<file path="src/rtl/vld_pkg.sv">
package vld_pkg;
    typedef enum logic [1:0] {
        ST_IDLE   = 2'd0,
        ST_ISSUE  = 2'd1,
        ST_DRAIN  = 2'd2,
        ST_FINISH = 2'd3
    } vld_state_e;
endpackage

</file>
<file path="src/rtl/vld_bank_timer.sv">
// Per-bank recovery counters: a bank is free when its counter is zero.
module vld_bank_timer #(
    parameter int NBANK = 8,
    parameter int BUSY  = 6
) (
    input  logic                     clk,
    input  logic                     rst_n,
    input  logic                     take,
    input  logic [$clog2(NBANK)-1:0] take_bank,
    output logic [NBANK-1:0]         free
);
    localparam int BW = $clog2(NBANK);
    localparam int CW = $clog2(BUSY + 1);

    for (genvar g = 0; g < NBANK; g++) begin : g_bank
        logic [CW-1:0] ctr;
        always_ff @(posedge clk or negedge rst_n) begin
            if (!rst_n) begin
                ctr <= '0;
            end else if (take && take_bank == BW'(g)) begin
                ctr <= CW'(BUSY - 1);
            end else if (ctr != '0) begin
                ctr <= ctr - 1'b1;
            end
        end
        assign free[g] = (ctr == '0);
    end
endmodule

</file>
<file path="src/rtl/vld_tag_pipe.sv">
// Delay line carrying element tags for the fixed memory latency.
module vld_tag_pipe #(
    parameter int DEPTH = 12,
    parameter int TW    = 9
) (
    input  logic          clk,
    input  logic          rst_n,
    input  logic          in_valid,
    input  logic [TW-1:0] in_tag,
    output logic          out_valid,
    output logic [TW-1:0] out_tag
);
    logic [DEPTH-1:0] vld_q;
    logic [TW-1:0]    tag_q [DEPTH];

    always_ff @(posedge clk or negedge rst_n) begin
        if (!rst_n) begin
            vld_q <= '0;
        end else begin
            vld_q[0] <= in_valid;
            for (int k = 1; k < DEPTH; k++) begin
                vld_q[k] <= vld_q[k-1];
            end
        end
    end

    always_ff @(posedge clk) begin
        tag_q[0] <= in_tag;
        for (int k = 1; k < DEPTH; k++) begin
            tag_q[k] <= tag_q[k-1];
        end
    end

    assign out_valid = vld_q[DEPTH-1];
    assign out_tag   = tag_q[DEPTH-1];
endmodule

</file>
<file path="src/rtl/vld_elem_buf.sv">
// Vector register buffer: one write port, one combinational read port.
module vld_elem_buf #(
    parameter int DEPTH = 64,
    parameter int DW    = 32
) (
    input  logic                     clk,
    input  logic                     we,
    input  logic [$clog2(DEPTH)-1:0] waddr,
    input  logic [DW-1:0]            wdata,
    input  logic [$clog2(DEPTH)-1:0] raddr,
    output logic [DW-1:0]            rdata
);
    logic [DW-1:0] mem [DEPTH];

    always_ff @(posedge clk) begin
        if (we) begin
            mem[waddr] <= wdata;
        end
    end

    assign rdata = mem[raddr];
endmodule

</file>
<file path="src/rtl/vld_strided_load.sv">
module vld_strided_load #(
    parameter int NBANK  = 8,
    parameter int BUSY   = 6,
    parameter int LAT    = 12,
    parameter int VL_MAX = 64,
    parameter int ADDR_W = 32,
    parameter int DATA_W = 32,
    parameter int CNT_W  = 16
) (
    input  logic                      clk,
    input  logic                      rst_n,
    input  logic                      start,
    input  logic [ADDR_W-1:0]         base,
    input  logic [ADDR_W-1:0]         stride,
    input  logic [$clog2(VL_MAX+1)-1:0] vlen,
    output logic [NBANK-1:0]          bank_req,
    output logic [ADDR_W-1:0]         bank_addr,
    input  logic [NBANK-1:0]          bank_rvalid,
    input  logic [NBANK*DATA_W-1:0]   bank_rdata,
    input  logic [$clog2(VL_MAX)-1:0] rd_idx,
    output logic [DATA_W-1:0]         rd_data,
    output logic                      busy,
    output logic                      done,
    output logic [CNT_W-1:0]          cycles
);
    import vld_pkg::*;

    localparam int BANK_W = $clog2(NBANK);
    localparam int IDX_W  = $clog2(VL_MAX);
    localparam int LEN_W  = $clog2(VL_MAX + 1);
    localparam int TAG_W  = IDX_W + BANK_W;

    vld_state_e        state_q, state_d;
    logic [ADDR_W-1:0] addr_q, stride_q;
    logic [LEN_W-1:0]  vlen_q, issued_q, written_q, vlen_eff;
    logic [CNT_W-1:0]  cyc_q;
    logic [NBANK-1:0]  bank_free;
    logic [BANK_W-1:0] cur_bank, tail_bank;
    logic [IDX_W-1:0]  tail_idx;
    logic [TAG_W-1:0]  tail_tag;
    logic              tail_valid;
    logic              accept, fire, last_issue, wr_fire, last_write;
    logic [DATA_W-1:0] wr_data;

    assign vlen_eff   = (vlen > LEN_W'(VL_MAX)) ? LEN_W'(VL_MAX) : vlen;
    assign cur_bank   = addr_q[BANK_W-1:0];
    assign accept     = (state_q == ST_IDLE || state_q == ST_FINISH) && start;
    assign fire       = (state_q == ST_ISSUE) && bank_free[cur_bank];
    assign last_issue = fire && (issued_q == vlen_q - LEN_W'(1));
    assign tail_idx   = tail_tag[TAG_W-1:BANK_W];
    assign tail_bank  = tail_tag[BANK_W-1:0];
    assign wr_fire    = tail_valid && bank_rvalid[tail_bank];
    assign last_write = wr_fire && (written_q == vlen_q - LEN_W'(1));
    assign wr_data    = bank_rdata[tail_bank*DATA_W +: DATA_W];

    vld_bank_timer #(.NBANK(NBANK), .BUSY(BUSY)) i_timer (
        .clk       (clk),
        .rst_n     (rst_n),
        .take      (fire),
        .take_bank (cur_bank),
        .free      (bank_free)
    );

    vld_tag_pipe #(.DEPTH(LAT), .TW(TAG_W)) i_tags (
        .clk       (clk),
        .rst_n     (rst_n),
        .in_valid  (fire),
        .in_tag    ({issued_q[IDX_W-1:0], cur_bank}),
        .out_valid (tail_valid),
        .out_tag   (tail_tag)
    );

    vld_elem_buf #(.DEPTH(VL_MAX), .DW(DATA_W)) i_buf (
        .clk   (clk),
        .we    (wr_fire),
        .waddr (tail_idx),
        .wdata (wr_data),
        .raddr (rd_idx),
        .rdata (rd_data)
    );

    // Next-state logic
    always_comb begin
        state_d = state_q;
        unique case (state_q)
            ST_IDLE, ST_FINISH: begin
                if (start) state_d = (vlen_eff == '0) ? ST_FINISH : ST_ISSUE;
            end
            ST_ISSUE: begin
                if (last_issue) state_d = ST_DRAIN;
            end
            ST_DRAIN: begin
                if (last_write) state_d = ST_FINISH;
            end
        endcase
    end

    // State register and run bookkeeping
    always_ff @(posedge clk or negedge rst_n) begin
        if (!rst_n) begin
            state_q   <= ST_IDLE;
            addr_q    <= '0;
            stride_q  <= '0;
            vlen_q    <= '0;
            issued_q  <= '0;
            written_q <= '0;
            cyc_q     <= '0;
        end else begin
            state_q <= state_d;
            if (accept) begin
                addr_q    <= base;
                stride_q  <= stride;
                vlen_q    <= vlen_eff;
                issued_q  <= '0;
                written_q <= '0;
                cyc_q     <= '0;
            end else begin
                if (state_q == ST_ISSUE || state_q == ST_DRAIN) begin
                    cyc_q <= cyc_q + 1'b1;
                end
                if (fire) begin
                    addr_q   <= addr_q + stride_q;
                    issued_q <= issued_q + 1'b1;
                end
                if (wr_fire) begin
                    written_q <= written_q + 1'b1;
                end
            end
        end
    end

    // Outputs
    always_comb begin
        bank_req  = '0;
        bank_addr = addr_q;
        busy      = 1'b0;
        done      = 1'b0;
        cycles    = cyc_q;
        unique case (state_q)
            ST_IDLE:   ;
            ST_ISSUE: begin
                busy = 1'b1;
                if (fire) bank_req[cur_bank] = 1'b1;
            end
            ST_DRAIN:  busy = 1'b1;
            ST_FINISH: done = 1'b1;
        endcase
    end
endmodule

</file>
<file path="config.mk">
export PLATFORM = sky130hd
export DESIGN_NAME = vld_strided_load
export DESIGN_NICKNAME = d
export VERILOG_FILES = /design/src/rtl/vld_pkg.sv /design/src/rtl/vld_bank_timer.sv /design/src/rtl/vld_tag_pipe.sv /design/src/rtl/vld_elem_buf.sv /design/src/rtl/vld_strided_load.sv
export SDC_FILE = /design/constraint.sdc
export NUM_CORES = 2
export LEC_CHECK = 0
export BUFFER_PORTS_ARGS = -buffer_cell sky130_fd_sc_hd__buf_4
export CORE_UTILIZATION = 50
export DETAILED_ROUTE_END_ITERATION = 10
export GPL_TIMING_DRIVEN = 1
export HOLD_SLACK_MARGIN = 0.03
export PLACE_DENSITY = 0.8
export SLEW_MARGIN = 5
export SYNTH_ARGS = -nofsm -noshare
export SYNTH_HDL_FRONTEND = slang
export SYNTH_HIERARCHICAL = 1
export SYNTH_SLANG_ARGS = --single-unit
</file>
<file path="constraint.sdc">
create_clock -name clk -period 4 [get_ports clk]
set_input_delay 0.8 -clock clk [delete_from_list [all_inputs] [get_ports clk]]
set_output_delay 0.8 -clock clk [all_outputs]
set_load 0.05 [all_outputs]
</file>
==> results_dict.tcl <==
set metrics [dict create \
    area_delta_synth_final_pct 17.88 \
    rsz0062_at_grt "yes" \
    netlist_area_sq_mm 0.09023 \
    worst_skew_pair.late_latency_ns 0.88 \
    p_leak_nw 36.05 \
    hold_violations 0 \
    period_share_pct 103.9 \
    hold_class "primary input to asynchronous set/reset pin" \
    worst_pin_slew_ns 1.320 \
    drtAntennaViolNets 0 \
    min_period_ns 4.156 \
    setup_slack_ns -0.1557 \
    crit_path_end_kind "primary output" \
    ctsLongestPathBuffers 3 \
    vias 51200 \
    grt_max_degree 126 \
    path_max_fanout 10 \
    cp-start-kind "primary input" \
    utilization_pct 59.48 \
    numCtsBuffers 206 \
    path_class "primary input to primary output" \
    synthAdderAreaFrac_pct 0.7849 \
    synth_ff_type "edfxtp_1" \
    async_reset_ff_share_pct 6.057 \
    comb_power_share_pct 24.3 \
    met2_usage_pct 47.38 \
    dieHeight_microns 426.8 \
    synth.area.top_cells "edfxtp_1 (68%), mux4_2 (15%), dfrtp_1 (3.9%), dfxtp_1 (2.4%), mux2i_1 (1.2%)" \
    numClockSinks 2295 \
    layout-drive-gt1-share_pct 34.72 \
    ys_ff_latch 2295 \
    violations "setup timing" \
    synth_top_area_share_pct 68.16 \
    overflow 0 \
    hpwl_microns 157900 \
    drtIter0Drc 8001 \
    status "finished, violations left" \
    seq_area_frac_synth_pct 74.41 \
    drcViolationCount 0 \
    fin_skew_ns 0.03892 \
    first_pass_iters 6 \
    routed_wl_microns 274400 \
    cts_root_buffer "clkbuf_16" \
    yosys_warnings 6 \
    p_clk_share_pct 28.1 \
    grt_pass1_wl_microns 382700 \
    ios 434 \
    synth-compound-area-share_pct 2.841 \
    track_usage_pct 29.94 \
    p_switching_mw 21.78 \
    synth_largest_area_cell "edfxtp_1" \
    finalSetupTns_ns -0.4797 \
    syn_inst 4445 \
    globalRouteMet1Util_pct 37.65 \
    peakVddDrop_mv 0.6270 \
    synth_xor_area_share_pct 0.6213 \
    core_sq_mm 0.1788 \
    routabilityCongestion 0.9832 \
    use_met3_pct 6.959 \
    port-buffer-count 433 \
    antenna_found_initial 17 \
    maxSlewHeadroom_pct 11.76 \
    busiest_layer "met2" \
    worstPathRequired_ns 3.20 \
    arrival_ns 3.36 \
    p_int_mw 47.47 \
    synth_simple_gate_area_share_pct 2.994 \
    pwr-share-seq_pct 47.6 \
    setup_viol 9 \
    sw_frac_of_total_pct 31.45 \
    yosysUniqueCellTypes 74 \
    synth.avg_cell_area_sq_um 20.30 \
    die_area_sq_mm 0.1822 \
    final_cell_mix "edfxtp_1 (2048), buf_4 (732), mux4_2 (612)" \
    die_width_microns 426.8 \
    p_per_area_mw_per_mm2 651.1 \
    fp-row-count 155 \
    fin_nets 5619 \
    wire_per_inst_microns 35.40 \
    grt_pass1_vias 52170 \
    final_common_cell "edfxtp_1" \
    via_per_inst 6.606 \
    cts_tree "done" \
    htreeDepth 4 \
    synth_edf_count 2048 \
    clkTransAtPathRegs_ns 0.06 \
    start_util_pct 50.46 \
    synthMuxAreaShare_pct 16.86 \
    maxSlewViolCount 0 \
    syn_nets 4845 \
    maxCapViolCount 0 \
    synth_top_family_by_area "multiplexers" \
    max_freq_mhz 240.6 \
]
[per-layer routing]
metal / part of all wire (%) / wire length, microns
met4: 7.2 / 19650
met5: 0.012 / 32
met3: 13 / 34320
met1: 33 / 89550
met2: 48 / 130800
[Yosys cell counts (3+ instances only)]
cell / count
o21bai_1: 4
a31oi_1: 18
a41o_1: 4
dfrtp_1: 139
inv_1: 36
nor3b_1: 6
nor2_1: 211
mux4_2: 612
a221oi_2: 4
buf_1: 26
clkbuf_1: 108
nand2b_1: 20
ha_1: 55
a211o_1: 3
and2_1: 4
nand3_1: 32
o211ai_1: 12
nand3b_1: 12
buf_6: 6
or3_1: 5
nand2_1: 224
mux2_2: 32
xnor2_1: 31
xor2_1: 33
nor3_1: 15
o31ai_1: 8
edfxtp_1: 2048
a22oi_1: 15
o32ai_1: 4
o22ai_1: 84
nor2b_1: 19
a311oi_1: 8
buf_4: 37
or3b_2: 3
o211a_1: 7
nor4_1: 5
o221ai_1: 27
and3_1: 12
mux2i_1: 107
a21oi_1: 128
o21ai_0: 32
nand4_1: 18
dfxtp_1: 108
a21o_1: 15
buf_2: 70
[power by group through the flow]
| stage | Sequential (mW) | Combinational [mW] | Clock [mW] |
|---|---|---|---|
| 2_1_floorplan | 33.7 | 8.81 | 0 |
| 3_3_place_gp | 33.3 | 15.4 | 0 |
| 3_5_place_dp | 33.4 | 16.1 | 0 |
| 4_1_cts | 32.9 | 16.4 | 19.5 |
| 5_1_grt | 33.0 | 17.5 | 20.4 |
| 6_report | 32.9 | 16.8 | 19.5 |
[cell families after synthesis]
kind of cell / Yosys count
simple gates: 604
fa+ha+maj: 56
compound gates: 391
xor+xnor: 64
mux: 751
buf+inv: 284
flops: 2295
[layout make-up]
cell class | count | area, sq um
inverters | 37 | 138.9
repair buffers | 813 | 7106
multi-input cells | 1866 | 22490
diodes | 6 | 15.01
fillers | 11920 | 72450
well taps | 2355 | 2947
clock inverters | 111 | 1021
clock buffers | 267 | 5499
flip-flops and latches | 2295 | 67150
[registers in the layout, summed over array words and instances (netlist names)]
signal              cells
i_timer/g_bank.ctr     24
stride_q               32
issued_q                7
written_q               7
i_tags/tag_q          108
bank_addr              32
i_buf/mem            2048
state_q                 2
vlen_q                  7
i_tags/vld_q           12
cycles                 16
[path summary, 6_finish.rpt]
kind / end / cells after the start / start / slack [ns]
worst max-delay path: rd_data[30] / 8 / rd_idx[0] / -0.16
min in group clk: bank_addr[5] / 3 / base[5] / 0.15
worst min-delay path: cycles[15] / 1 / rst_n / 0.13
worst max register to register: i_buf/mem[16][24] / 9 / i_tags/tag_q[5][9] / 0.21
worst min register to register: i_tags/tag_q[4][6] / 0 / i_tags/tag_q[3][15] / 0.31
max in group asynchronous: written_q[5] / 2 / rst_n / 3.02
[repair_timing]
item / 4_1_cts / 5_1_grt
cloned: 5 / 0
setup endpoints to repair: 38 / 26
resized for setup: 33 / 27
hold buffers: 0 / 0
buffers inserted: 9 / 4
pin swaps: 3 / 1
[worst max-delay path, cell delays in order]
cell and delay, ns:
buf_16 0.19, buf_4 0.31, mux4_2 0.63, mux4_2 0.54, o22ai_2 0.31, nor2_1 0.19, buf_4 0.17, buf_4 0.18
[stage by stage]
stage / hold slack [ns] / power, mW / instance area (sq um) / worst slack [ns] / instances
3_5_place_dp: 0.3121 / 49.45 / 99250 / -0.5379 / 7348
6_report: 0.1304 / 69.25 / 106400 / -0.1557 / 7750
4_1_cts: 0.1072 / 68.77 / 106200 / 0.005531 / 7740
3_3_place_gp: 0.3103 / 48.73 / 99250 / -0.4992 / 7348
5_1_grt: 0.1274 / 70.85 / 106400 / -0.08702 / 7747
2_1_floorplan: 0.3096 / 42.46 / 90250 / 0.04098 / 4445
Note: power is estimated with default switching activity, not from simulation.
